--- config.mk ---
export PLATFORM = sky130hd
export DESIGN_NAME = fwl_loader
export DESIGN_NICKNAME = d
export VERILOG_FILES = /design/src/rtl/fwl_pkg.sv /design/src/rtl/fwl_swap.sv /design/src/rtl/fwl_table.sv /design/src/rtl/fwl_bounds.sv /design/src/rtl/fwl_loader.sv
export SDC_FILE = /design/constraint.sdc
export NUM_CORES = 1
export LEC_CHECK = 0
export BUFFER_PORTS_ARGS = -buffer_cell sky130_fd_sc_hd__buf_2
export CORE_ASPECT_RATIO = 0.7
export CORE_MARGIN = 3
export CORE_UTILIZATION = 50
export CTS_CLUSTER_SIZE = 24
export DETAILED_ROUTE_END_ITERATION = 12
export PLACE_DENSITY = 0.66
export SLEW_MARGIN = 20
export SYNTH_ARGS = -nofsm -noshare
export SYNTH_HDL_FRONTEND = slang
export SYNTH_SLANG_ARGS = --single-unit
--- constraint.sdc ---
create_clock -name clk -period 10.1 [get_ports clk]
set_input_delay 2.02 -clock clk [delete_from_list [all_inputs] [get_ports clk]]
set_output_delay 2.02 -clock clk [all_outputs]
set_load 0.01 [all_outputs]
--- src/rtl/fwl_pkg.sv ---
package fwl_pkg;
  localparam logic [31:0] FW_MAGIC     = 32'hFEEDF00D;
  localparam logic [31:0] FW_MAGIC_REV = 32'h0DF0EDFE;
  localparam int          OFF_W        = 24;

  localparam logic [7:0] BT_INSTR = 8'h00;
  localparam logic [7:0] BT_DATA  = 8'h01;
  localparam logic [7:0] BT_END   = 8'h0F;

  typedef enum logic [3:0] {
    E_NONE   = 4'd0,
    E_MAGIC  = 4'd1,
    E_SIZE   = 4'd2,
    E_ENGINE = 4'd3,
    E_FAMILY = 4'd4,
    E_NOEND  = 4'd5,
    E_FULL   = 4'd6,
    E_OFFSET = 4'd7,
    E_TYPE   = 4'd8,
    E_ORDER  = 4'd9,
    E_MEM    = 4'd10,
    E_IMG    = 4'd11
  } fwl_err_e;

  typedef enum logic [3:0] {
    S_IDLE, S_MAGIC, S_ID, S_SIZE, S_TABLE, S_SEEK,
    S_CB_ADDR, S_CB_LEN, S_DATA, S_ERR
  } fwl_st_e;
endpackage

--- src/rtl/fwl_swap.sv ---
module fwl_swap #(
  parameter int WORD_W = 32
) (
  input  logic              en,
  input  logic [WORD_W-1:0] din,
  output logic [WORD_W-1:0] dout
);
  localparam int NB = WORD_W / 8;

  for (genvar b = 0; b < NB; b++) begin : g_byte
    assign dout[8*b +: 8] = en ? din[8*(NB-1-b) +: 8] : din[8*b +: 8];
  end
endmodule

--- src/rtl/fwl_table.sv ---
module fwl_table #(
  parameter int DEPTH = 8,
  parameter int OW    = 24,
  parameter int IW    = $clog2(DEPTH + 1),
  parameter int XW    = $clog2(DEPTH)
) (
  input  logic          clk,
  input  logic          rst_n,
  input  logic          clr,
  input  logic          we,
  input  logic          wsel,
  input  logic [OW-1:0] woff,
  input  logic [XW-1:0] ridx,
  output logic          rsel,
  output logic [OW-1:0] roff,
  output logic [IW-1:0] cnt,
  output logic          full,
  input  logic [OW-1:0] limit,
  output logic          below
);
  logic [OW-1:0] off_q [DEPTH];
  logic          sel_q [DEPTH];
  logic [IW-1:0] cnt_q;

  always_ff @(posedge clk or negedge rst_n) begin
    if (!rst_n) begin
      cnt_q <= '0;
      for (int i = 0; i < DEPTH; i++) begin
        off_q[i] <= '0;
        sel_q[i] <= 1'b0;
      end
    end else if (clr) begin
      cnt_q <= '0;
    end else if (we && !full) begin
      off_q[cnt_q[XW-1:0]] <= woff;
      sel_q[cnt_q[XW-1:0]] <= wsel;
      cnt_q <= cnt_q + 1'b1;
    end
  end

  always_comb begin
    below = 1'b0;
    for (int i = 0; i < DEPTH; i++) begin
      if ((IW'(i) < cnt_q) && (off_q[i] < limit)) below = 1'b1;
    end
  end

  assign cnt  = cnt_q;
  assign full = (cnt_q == IW'(DEPTH));
  assign rsel = sel_q[ridx];
  assign roff = off_q[ridx];

  AST_TBL_NO_OVERFLOW: assert property (@(posedge clk) disable iff (!rst_n)
    (we && !clr) |-> (cnt_q < IW'(DEPTH)));
endmodule

--- src/rtl/fwl_bounds.sv ---
module fwl_bounds #(
  parameter int OW          = 24,
  parameter int LEG_IMEM_E0 = 4096,
  parameter int LEG_IMEM    = 2048,
  parameter int LEG_DMEM    = 2048,
  parameter int NEW_MEM     = 4096
) (
  input  logic          legacy,
  input  logic [3:0]    engine,
  input  logic          sel,
  input  logic [31:0]   start_addr,
  input  logic [31:0]   len,
  input  logic [OW-1:0] offset,
  input  logic [31:0]   size,
  output logic [31:0]   cap,
  output logic          mem_ovf,
  output logic          img_ovf
);
  always_comb begin
    if (!legacy)           cap = 32'(NEW_MEM);
    else if (sel)          cap = 32'(LEG_DMEM);
    else if (engine == '0) cap = 32'(LEG_IMEM_E0);
    else                   cap = 32'(LEG_IMEM);
  end

  assign mem_ovf = ({1'b0, start_addr} + {1'b0, len}) > {1'b0, cap};
  assign img_ovf = ({{(34-OW){1'b0}}, offset} + 34'd2 + {2'b00, len}) > {2'b00, size};
endmodule

--- src/rtl/fwl_loader.sv ---
module fwl_loader
  import fwl_pkg::*;
#(
  parameter int MAX_BLOCKS  = 8,
  parameter int ADDR_W      = 12,
  parameter int LEG_IMEM_E0 = 4096,
  parameter int LEG_IMEM    = 2048,
  parameter int LEG_DMEM    = 2048,
  parameter int NEW_MEM     = 4096
) (
  input  logic              clk,
  input  logic              rst_n,
  input  logic              start,
  input  logic [3:0]        engine_id,
  input  logic              legacy_family,
  input  logic [31:0]       img_bytes,
  input  logic              s_valid,
  input  logic [31:0]       s_data,
  output logic              s_ready,
  output logic              wr_valid,
  input  logic              wr_ready,
  output logic              wr_sel,
  output logic [ADDR_W-1:0] wr_addr,
  output logic [31:0]       wr_data,
  output logic              done,
  output logic [3:0]        err_code
);
  localparam int IW = $clog2(MAX_BLOCKS + 1);
  localparam int XW = $clog2(MAX_BLOCKS);

  fwl_st_e           st;
  fwl_err_e          err_q;
  logic              swap_q;
  logic [31:0]       size_q, pos_q, cb_start_q, rem_q;
  logic [IW-1:0]     k_q, k_nx;
  logic [ADDR_W-1:0] addr_q;
  logic              done_q;
  logic [31:0]       w;
  logic              hs;

  logic              tbl_rsel, tbl_full, tbl_below, tbl_we;
  logic [OFF_W-1:0]  tbl_roff;
  logic [IW-1:0]     tbl_cnt;
  logic [31:0]       cap;
  logic              mem_ovf, img_ovf;

  logic [7:0]        etype;
  logic [OFF_W-1:0]  eoff;
  logic              etype_ok, off_fit, last_blk, size_ok;

  fwl_swap #(.WORD_W(32)) u_swap (.en(swap_q), .din(s_data), .dout(w));

  fwl_table #(.DEPTH(MAX_BLOCKS), .OW(OFF_W), .IW(IW), .XW(XW)) u_tbl (
    .clk(clk), .rst_n(rst_n), .clr(start), .we(tbl_we),
    .wsel(etype[0]), .woff(eoff), .ridx(k_q[XW-1:0]),
    .rsel(tbl_rsel), .roff(tbl_roff), .cnt(tbl_cnt), .full(tbl_full),
    .limit(OFF_W'(tbl_cnt) + 1'b1), .below(tbl_below)
  );

  fwl_bounds #(.OW(OFF_W), .LEG_IMEM_E0(LEG_IMEM_E0), .LEG_IMEM(LEG_IMEM),
               .LEG_DMEM(LEG_DMEM), .NEW_MEM(NEW_MEM)) u_bnd (
    .legacy(legacy_family), .engine(engine_id), .sel(tbl_rsel),
    .start_addr(cb_start_q), .len(w), .offset(tbl_roff), .size(size_q),
    .cap(cap), .mem_ovf(mem_ovf), .img_ovf(img_ovf)
  );

  assign etype    = w[31:24];
  assign eoff     = w[OFF_W-1:0];
  assign etype_ok = (etype == BT_INSTR) || (etype == BT_DATA);
  assign off_fit  = ({{(33-OFF_W){1'b0}}, eoff} + 33'd2) <= {1'b0, size_q};
  assign k_nx     = k_q + 1'b1;
  assign last_blk = (k_nx == tbl_cnt);
  assign size_ok  = ({1'b0, w, 2'b00} + 35'd12) == {3'b000, img_bytes};

  always_comb begin
    case (st)
      S_MAGIC, S_ID, S_SIZE, S_CB_ADDR, S_CB_LEN: s_ready = 1'b1;
      S_TABLE: s_ready = (pos_q < size_q);
      S_SEEK:  s_ready = (pos_q < {{(32-OFF_W){1'b0}}, tbl_roff});
      S_DATA:  s_ready = wr_ready;
      default: s_ready = 1'b0;
    endcase
  end

  assign hs     = s_valid && s_ready;
  assign tbl_we = (st == S_TABLE) && hs && (pos_q < size_q) && (etype != BT_END)
                  && etype_ok && !tbl_full && off_fit;

  assign wr_valid = (st == S_DATA) && s_valid;
  assign wr_sel   = tbl_rsel;
  assign wr_addr  = addr_q;
  assign wr_data  = w;
  assign done     = done_q;
  assign err_code = err_q;

  always_ff @(posedge clk or negedge rst_n) begin
    if (!rst_n) begin
      st <= S_IDLE; err_q <= E_NONE; swap_q <= 1'b0; size_q <= '0;
      pos_q <= '0; cb_start_q <= '0; rem_q <= '0; k_q <= '0;
      addr_q <= '0; done_q <= 1'b0;
    end else begin
      done_q <= 1'b0;
      if (start) begin
        st <= S_MAGIC; err_q <= E_NONE; swap_q <= 1'b0;
        pos_q <= '0; k_q <= '0;
      end else begin
        case (st)
          S_MAGIC: if (hs) begin
            if (s_data == FW_MAGIC)          begin swap_q <= 1'b0; st <= S_ID; end
            else if (s_data == FW_MAGIC_REV) begin swap_q <= 1'b1; st <= S_ID; end
            else                             begin err_q <= E_MAGIC; st <= S_ERR; end
          end
          S_ID: if (hs) begin
            if (w[27:24] != engine_id)
              begin err_q <= E_ENGINE; st <= S_ERR; end
            else if (legacy_family && (w[31:28] != 4'h0))
              begin err_q <= E_FAMILY; st <= S_ERR; end
            else st <= S_SIZE;
          end
          S_SIZE: if (hs) begin
            if (!size_ok) begin err_q <= E_SIZE; st <= S_ERR; end
            else begin size_q <= w; pos_q <= '0; st <= S_TABLE; end
          end
          S_TABLE: begin
            if (pos_q >= size_q) begin
              err_q <= E_NOEND; st <= S_ERR;
            end else if (hs) begin
              pos_q <= pos_q + 1'b1;
              if (etype == BT_END) begin
                if (tbl_cnt == '0) begin done_q <= 1'b1; st <= S_IDLE; end
                else if (tbl_below) begin err_q <= E_OFFSET; st <= S_ERR; end
                else begin k_q <= '0; st <= S_SEEK; end
              end
              else if (tbl_full) begin err_q <= E_FULL;   st <= S_ERR; end
              else if (!etype_ok) begin err_q <= E_TYPE;   st <= S_ERR; end
              else if (!off_fit)  begin err_q <= E_OFFSET; st <= S_ERR; end
            end
          end
          S_SEEK: begin
            if (pos_q > {{(32-OFF_W){1'b0}}, tbl_roff})
              begin err_q <= E_ORDER; st <= S_ERR; end
            else if (pos_q == {{(32-OFF_W){1'b0}}, tbl_roff}) st <= S_CB_ADDR;
            else if (hs) pos_q <= pos_q + 1'b1;
          end
          S_CB_ADDR: if (hs) begin
            cb_start_q <= w; pos_q <= pos_q + 1'b1; st <= S_CB_LEN;
          end
          S_CB_LEN: if (hs) begin
            pos_q <= pos_q + 1'b1;
            if (mem_ovf)      begin err_q <= E_MEM; st <= S_ERR; end
            else if (img_ovf) begin err_q <= E_IMG; st <= S_ERR; end
            else if (w == '0) begin
              if (last_blk) begin done_q <= 1'b1; st <= S_IDLE; end
              else begin k_q <= k_nx; st <= S_SEEK; end
            end else begin
              rem_q <= w; addr_q <= cb_start_q[ADDR_W-1:0]; st <= S_DATA;
            end
          end
          S_DATA: if (hs) begin
            pos_q <= pos_q + 1'b1;
            addr_q <= addr_q + 1'b1;
            rem_q <= rem_q - 1'b1;
            if (rem_q == 32'd1) begin
              if (last_blk) begin done_q <= 1'b1; st <= S_IDLE; end
              else begin k_q <= k_nx; st <= S_SEEK; end
            end
          end
          default: ;
        endcase
      end
    end
  end

  AST_WR_FOLLOWS_READY: assert property (@(posedge clk) disable iff (!rst_n)
    (wr_valid && !wr_ready) |-> !s_ready);
  AST_IDLE_NO_READY: assert property (@(posedge clk) disable iff (!rst_n)
    (done_q || err_q != E_NONE) |-> !s_ready);
  AST_WR_IN_MEM: assert property (@(posedge clk) disable iff (!rst_n)
    (wr_valid && wr_ready) |-> (32'(wr_addr) < cap));
  AST_ADDR_STEP: assert property (@(posedge clk) disable iff (!rst_n)
    (st == S_DATA && hs && rem_q != 32'd1 && !start) |=> (wr_addr == $past(wr_addr) + 1'b1));
  AST_DONE_PULSE: assert property (@(posedge clk) disable iff (!rst_n)
    done_q |=> !done_q);
  AST_DONE_CLEAN: assert property (@(posedge clk) disable iff (!rst_n)
    done_q |-> (err_q == E_NONE));
  AST_NO_WR_AFTER_ERR: assert property (@(posedge clk) disable iff (!rst_n)
    (err_q != E_NONE) |-> !wr_valid);
  AST_ERR_HOLD: assert property (@(posedge clk) disable iff (!rst_n)
    (err_q != E_NONE && !start) |=> (err_q == $past(err_q)));
endmodule

==> results of run 1 <==
cells in the final DEF, fill, tap and decap left out, types with 50 or more instances in the layout:
| master | n |
|---|---|
| o21ai_0 | 370 |
| nor2_1 | 186 |
| mux4_2 | 50 |
| nand2_1 | 456 |
| nand3_1 | 95 |
| buf_4 | 64 |
| dfrtp_1 | 355 |
| inv_1 | 119 |
| nand4_1 | 86 |
| xnor2_1 | 115 |
| ha_1 | 216 |
| nor4_1 | 71 |
| a21oi_1 | 190 |
| mux2i_1 | 56 |
| buf_2 | 124 |
| nor3_1 | 66 |
cells by family after synthesis:
kind of cell               count (synthesis)  synth area share
AOI/OAI and AO/OA                        907             0.202
xor gates and xnor gates                 142            0.0464
adders and majority gates                218             0.101
buffers and inverters                    303            0.0478
DFF                                      358             0.330
muxes                                    117            0.0670
and+or+nand+nor                         1145             0.205
cell type report:
| class | count | share of cell area |
|---|---|---|
| diodes | 2 | 0.000168 |
| clock buffers | 47 | 0.0351 |
| clock inverters | 22 | 0.0132 |
| inverters | 121 | 0.0152 |
| multi-input cells | 2529 | 0.568 |
| flip-flops and latches | 358 | 0.301 |
| well taps | 720 | 0.0302 |
| repair buffers | 189 | 0.0374 |
layer usage:
| layer | wire length (um) | share of wire | GRT usage |
|---|---|---|---|
| met1 | 45400 | 0.44 | 0.529 |
| met2 | 40700 | 0.39 | 0.474 |
| met3 | 14400 | 0.14 | 0.127 |
| met4 | 2900 | 0.028 | 0.0989 |
| met5 | 27 | 0.00026 | 0 |
worst min-delay path, stage by stage, from the launching register on:
cell,delay [ps]
dfrtp_1,340
nand2_1,60
o21ai_2,50
path summary, 6_finish.rpt:
check	to	depth (start not counted)	startpoint	slack (ps)
worst max-delay path	rem_q[15]	30	k_q[0]	930
worst min-delay path	size_q[24]	2	size_q[24]	470
worst max register to register	rem_q[15]	30	k_q[0]	930
worst min register to register	size_q[24]	2	size_q[24]	470
max in group asynchronous	swap_q	2	rst_n	7090
min in group asynchronous	u_tbl.off_q[184]	1	rst_n	1400
power groups by stage:
stage               Sequential, W  Combinational [W]  Clock, W
global route              0.00144           0.000406   0.00172
global placement          0.00147           0.000363         0
floorplan                 0.00147           0.000196         0
finish                    0.00145           0.000383   0.00165
CTS                       0.00144           0.000369   0.00166
detailed placement        0.00147           0.000368         0
stage by stage:
step	hold WS [ps]	setup slack, ps	std cells
floorplan	445	2600	3190
global placement	459	1130	3917
detailed placement	465	1090	3917
CTS	478	1060	3986
global route	496	175	3986
finish	473	929	3988
registers in the layout (all words and copies together), names as in the netlist:
name / count
k_q: 4
rem_q: 32
wr_addr: 12
swap_q: 1
u_tbl.sel_q: 8
err_code: 4
u_tbl.cnt: 4
pos_q: 32
cb_start_q: 32
st: 4
done: 1
u_tbl.off_q: 192
size_q: 32
==> impl_summary.txt, run 1 <==
----------------------------------------------------
[Run status]
  Run status ... finished clean

[Drt]
  Number of iterations in the first detailed-routing pass ... 6
  Detailed-route vias per instance ... roughly 6.6
  Number of routed nets with antenna violations ... 0
  Vias after detailed routing ... about 26000
  Sum of routed wire length over all layers ... a little over 100 mm
  DR DRC count ... 0
  Average wire per cell in the routed design ... about 26 um
  Number of design-rule violations left by the first detailed-router iteration ... 3628

[Logic synthesis]
  Most common library cells after synthesis ... nand2_1, o21ai_0, dfrtp_1, ha_1, a21oi_1
  Top cell type by total area after synthesis ... dfrtp_1
  Dominant cell by count in the synthesized netlist ... nand2_1
  Synthesized area per cell ... between 8 and 9 um^2
  Synthesized cell area ... between 0.02 and 0.03 mm^2
  Number of flops mapped to enable cells by yosys ... 0
  Synth async-reset ratio ... 1.00
  Dominant synthesized flop cell ... dfrtp_1
  Number of warnings reported in the yosys synthesis log ... 0
  Yosys top cell area share ... 0.330
  Net count after synthesis ... roughly 3500
  Cell count after synthesis ... approximately 3200
  Cell types occupying the most area after synthesis ... dfrtp_1, ha_1, o21ai_0
  Synth unique cells ... 98
  Register area share after synthesis ... 0.330
  #FFs+latches synth ... between 300 and 400

[Power and ir drop]
  Power Total ... about 0.0035 W
  Leakage power summed over all cells ... 12.7 nW
  Internal Power ... approximately 0.0025 W
  Part of the power in registers ... 0.416
  Total power divided by cell area ... approximately 120 mW/mm^2
  Worst ir drop on vdd ... approximately 0.11 mV
  Switching portion of total power ... 0.270
  Clock power frac ... 0.474
  Portion of total power attributed to combinational logic ... 0.110
  Net switching power figure ... between 0.0009 and 0.001 W

[Floorplanning]
  Die Y ... approximately 200 um
  IO Count ... around 130
  Effective utilization at floorplan ... 0.513
  DIE AREA ... 0.0571 mm^2
  Placeable Area ... ~0.053 mm^2
  Die width ... approximately 280 um
  Row cnt ... 70

[Critical path]
  Critical path launch point type ... flop
  Largest stage delay on the critical path ... between 700 and 800 ps
  Kind of cell with the highest combined delay on the critical path ... simple AND/OR/NAND/NOR gates
  Cell with the largest stage delay on the worst path ... nor4b_1
  Required time reported for the critical path endpoint ... between 10000 and 15000 ps
  Critical Path Sink Type ... flop
  Signal arrival time at the worst endpoint ... around 9600 ps
  Startpoint-to-endpoint class of the critical path ... reg2reg
  CP max FO ... 34
  Buffer and inverter count on the worst path ... 2

[Clocking]
  Clk buf depth ... 3
  Clock latency reported for the late side of the worst-skew pair ... about 580 ps
  Number of hold buffers added after CTS ... 0
  Register clock-pin slew on the reported worst setup and hold paths ... about 60 ps
  Clock tree from TritonCTS ... done
  Number of cells upsized or downsized after cts ... 0
  Clock H-tree levels ... 2
  # Post-CTS Setup Buffers ... 0
  Root buffer selected by CTS ... clkbuf_16
  Number of clock sinks seen by CTS ... between 300 and 400
  Num CTS Buffers ... 39

[Timing]
  Worst slew pin tran ... roughly 1200 ps
  Setup Total Neg Slack ... 0 ps
  Clock period minus worst slack ... just over 9000 ps
  Final count of hold timing violations ... 0
  Count of pins over their slew limit ... 0
  Max transition margin ... 0.179
  Final setup fails ... 0
  Highest achievable clock rate ... between 0.1 and 0.15 GHz
  Unrepaired setup endpoints after global routing ... false
  Worst clock skew ... between 20 and 30 ps
  Final period util ... 0.908

[Global route]
  GRT overflow ... 0
  Vias in the first global route ... approximately 24000
  Pin count of the biggest net entering global routing ... 85
  Global Route Usage Sum ... 0.353
  Initial antenna violation count ... 6
  First-pass GRT wire length ... ~150 mm

[Final layout]
  Multi-input combinational cell area ... approximately 0.017 mm^2
  FF+latch area ... approximately 0.009 mm^2
  Area growth from synthesis to layout ... 9.97%
  Share of cells above drive strength 1 ... 0.115
  Post-layout util ... 0.564
  Final layout net count ... 3530
  Post-layout instance area ... 0.0298 mm^2
  Final-layout fill cell count ... 4885

[Run]
  Maximum Capacitance Violations ... 0

[Placed design]
  HPWL after DPL ... between 70 and 80 mm
  Area of placed instances ... around 0.028 mm^2
  Total of buffers placed on input and output ports ... about 130
  Routability cong. ... a little over 1

[Min path]
  Worst min-delay path class ... reg2reg

----------------------------------------------------
(Power assumes the default switching activity.)
==> run 2, diff against run 1 <==
Settings changed: CELL_PAD_IN_SITES_DETAIL_PLACEMENT set to 2, CELL_PAD_IN_SITES_GLOBAL_PLACEMENT set to 2, CORE_UTILIZATION 50 to 39, PLACE_DENSITY 0.66 to 0.8.
==> impl_summary.txt, run 2 (synthesized netlist as in run 1, its figures left out) <==
----------------------------------------------------
[Run status]
  Run status ... finished clean (unchanged)

[Clocking]
  Number of hold buffers added after CTS ... 0 (unchanged)
  Clk buf depth ... 3 (unchanged)
  Clock H-tree levels ... 2 (unchanged)
  Register clock-pin slew on the reported worst setup and hold paths ... 70 ps (was 60 ps)
  # Post-CTS Setup Buffers ... 0 (unchanged)
  Root buffer selected by CTS ... clkbuf_16 (unchanged)
  Clock latency reported for the late side of the worst-skew pair ... 630 ps (was 580 ps)
  Number of cells upsized or downsized after cts ... 0 (unchanged)
  Num CTS Buffers ... 42 (was 39)
  Clock tree from TritonCTS ... done (unchanged)
  Number of clock sinks seen by CTS ... 358 (unchanged)

[Floorplanning]
  Placeable Area ... 0.0685 mm^2 (was 0.0529 mm^2)
  DIE AREA ... 0.0728 mm^2 (was 0.0571 mm^2)
  IO Count ... 126 (unchanged)
  Effective utilization at floorplan ... 0.396 (was 0.513)
  Die width ... 321 um (was 284 um)
  Die Y ... 227 um (was 201 um)
  Row cnt ... 80 (was 70)

[Drt]
  DR DRC count ... 0 (unchanged)
  Detailed-route vias per instance ... 6.67 (was 6.60)
  Number of design-rule violations left by the first detailed-router iteration ... 2874 (was 3628)
  Vias after detailed routing ... 28100 (was 26300)
  Number of routed nets with antenna violations ... 0 (unchanged)
  Average wire per cell in the routed design ... 33.2 um (was 25.9 um)
  Sum of routed wire length over all layers ... 140 mm (was 103 mm)
  Number of iterations in the first detailed-routing pass ... 5 (was 6)

[Timing]
  Highest achievable clock rate ... 0.110 GHz (was 0.109 GHz)
  Final setup fails ... 0 (unchanged)
  Setup Total Neg Slack ... 0 ps (unchanged)
  Worst slew pin tran ... 1190 ps (was 1220 ps)
  Final count of hold timing violations ... 0 (unchanged)
  Unrepaired setup endpoints after global routing ... false (unchanged)
  Final period util ... 0.898 (was 0.908)
  Clock period minus worst slack ... 9070 ps (was 9170 ps)
  Max transition margin ... 0.204 (was 0.179)
  Worst clock skew ... 37.1 ps (was 26.6 ps)
  Setup ws final ... 1030 ps (was 929 ps)
  Count of pins over their slew limit ... 0 (unchanged)

[Final layout]
  Register ranked first by flip-flop count ... u_tbl.off_q (unchanged)
  Post-layout instance area ... 0.0304 mm^2 (was 0.0298 mm^2)
  Post-layout util ... 0.443 (was 0.564)
  Most frequent standard cell in the layout excluding fill and tap cells ... nand2_1 (unchanged)
  Most frequent cells in the layout ... nand2_1, o21ai_0, dfrtp_1 (unchanged)
  Share of cells above drive strength 1 ... 0.128 (was 0.115)
  Number of flip-flops in the largest register ... 192 (unchanged)
  Final layout net count ... 3556 (was 3530)
  Area growth from synthesis to layout ... 12.0% (was 9.97%)

[Global route]
  GRT overflow ... 0 (unchanged)
  Global Route Usage Sum ... 0.378 (was 0.353)
  Pin count of the biggest net entering global routing ... 149 (was 85)
  First-pass GRT wire length ... 203 mm (was 155 mm)
  Vias in the first global route ... 29300 (was 24400)
  Initial antenna violation count ... 7 (was 6)

[Placed design]
  Area of placed instances ... 0.0288 mm^2 (was 0.0284 mm^2)
  Minimum setup slack after placement ... 1200 ps (was 1090 ps)
  Total of buffers placed on input and output ports ... 125 (unchanged)
  Routability cong. ... 0.983 (was 1.03)
  HPWL after DPL ... 104 mm (was 78.6 mm)

[Power and ir drop]
  Switching portion of total power ... 0.293 (was 0.270)
  Internal Power ... 0.00254 W (was 0.00253 W)
  Net switching power figure ... 0.00106 W (was 0.000940 W)
  Worst ir drop on vdd ... 0.122 mV (was 0.112 mV)
  Total power divided by cell area ... 119 mW/mm^2 (was 117 mW/mm^2)
  Clock power frac ... 0.476 (was 0.474)
  Portion of total power attributed to combinational logic ... 0.121 (was 0.110)
  Power Total ... 0.00360 W (was 0.00347 W)
  Part of the power in registers ... 0.402 (was 0.416)
  Leakage power summed over all cells ... 12.9 nW (was 12.7 nW)

[Critical path]
  CP max FO ... 50 (was 34)
  Startpoint-to-endpoint class of the critical path ... reg2reg (unchanged)
  Signal arrival time at the worst endpoint ... 9570 ps (was 9630 ps)
  Crit. path cell count ... 32 (was 30)
  Cell with the largest stage delay on the worst path ... dfrtp_4 (was nor4b_1)
  Critical path launch point type ... flop (unchanged)
  Depth of the most critical reg-to-reg path ... 32 (was 30)
  Critical Path Sink Type ... flop (unchanged)
  Kind of cell with the highest combined delay on the critical path ... simple AND/OR/NAND/NOR gates (unchanged)
  Buffer and inverter count on the worst path ... 3 (was 2)
  Largest stage delay on the critical path ... 820 ps (was 770 ps)
  Required time reported for the critical path endpoint ... 10600 ps (was 10560 ps)

[Min path]
  Cell depth of the worst hold path ... 2 (unchanged)
  Worst min-delay path class ... reg2reg (unchanged)

[Run]
  Maximum Capacitance Violations ... 0 (unchanged)

----------------------------------------------------
==> run 2: cell count changes in the layout (fill, tap and decap cells not counted), moves of 3 or more <==
cell / change
buf_4: +21
clkinv_2: +4
diode_2: +7
mux2i_1: -15
clkbuf_1: +3
mux2i_2: +15
==> run 2: area by class of cell <==
| type | instances | area [um^2] |
|---|---|---|
| Timing Repair Buffer | 212 | 1310 |
| Fill cell | 7580 | 38100 |
| Tap cell | 902 | 1130 |
| Clock buffer | 53 | 1120 |
| Antenna cell | 9 | 22.5 |
| Clock inverter | 25 | 364 |
| Multi-Input combinational cell | 2529 | 17000 |
| Inverter | 121 | 454 |
| Sequential cell | 358 | 8970 |
==> run 2: worst paths after layout <==
check | start | to | slack (ps)
min | size_q[5] | size_q[5] | 490
min reg2reg | size_q[5] | size_q[5] | 490
max | k_q[0] | rem_q[15] | 1030
max reg2reg | k_q[0] | rem_q[15] | 1030
min in group asynchronous | rst_n | u_tbl.off_q[94] | 1360
max in group asynchronous | rst_n | size_q[30] | 7210
==> run 2: per-stage QoR <==
stage                     instances  hold slack, ps
after global routing           4200             518
final                          4209             490
after floorplan                3190             445
after CTS                      4200             489
after global placement         4122             458
after detailed placement       4122             472
==> run 2: power groups by stage <==
stage / sequential (W) / clock [W] / combinational (W)
2_1_floorplan: 0.00147 / 0 / 0.000196
3_3_place_gp: 0.00147 / 0 / 0.000407
3_5_place_dp: 0.00147 / 0 / 0.000421
4_1_cts: 0.00145 / 0.00173 / 0.000425
5_1_grt: 0.00145 / 0.00179 / 0.000457
6_report: 0.00145 / 0.00171 / 0.000437
==> run 2: metal layers <==
metal	global-route usage	routed length [um]	vias up
li1	-	-	11900
met3	0.0766	11800	313
met1	0.504	58500	14700
met4	0.214	8410	4
met2	0.575	61200	1219
met5	0.00523	65	-
==> run 2: tightest hold or removal path, cell delays in order (launching register included) <==
cell	delay [ps]
dfrtp_1	350
nand2_1	60
o21ai_2	50
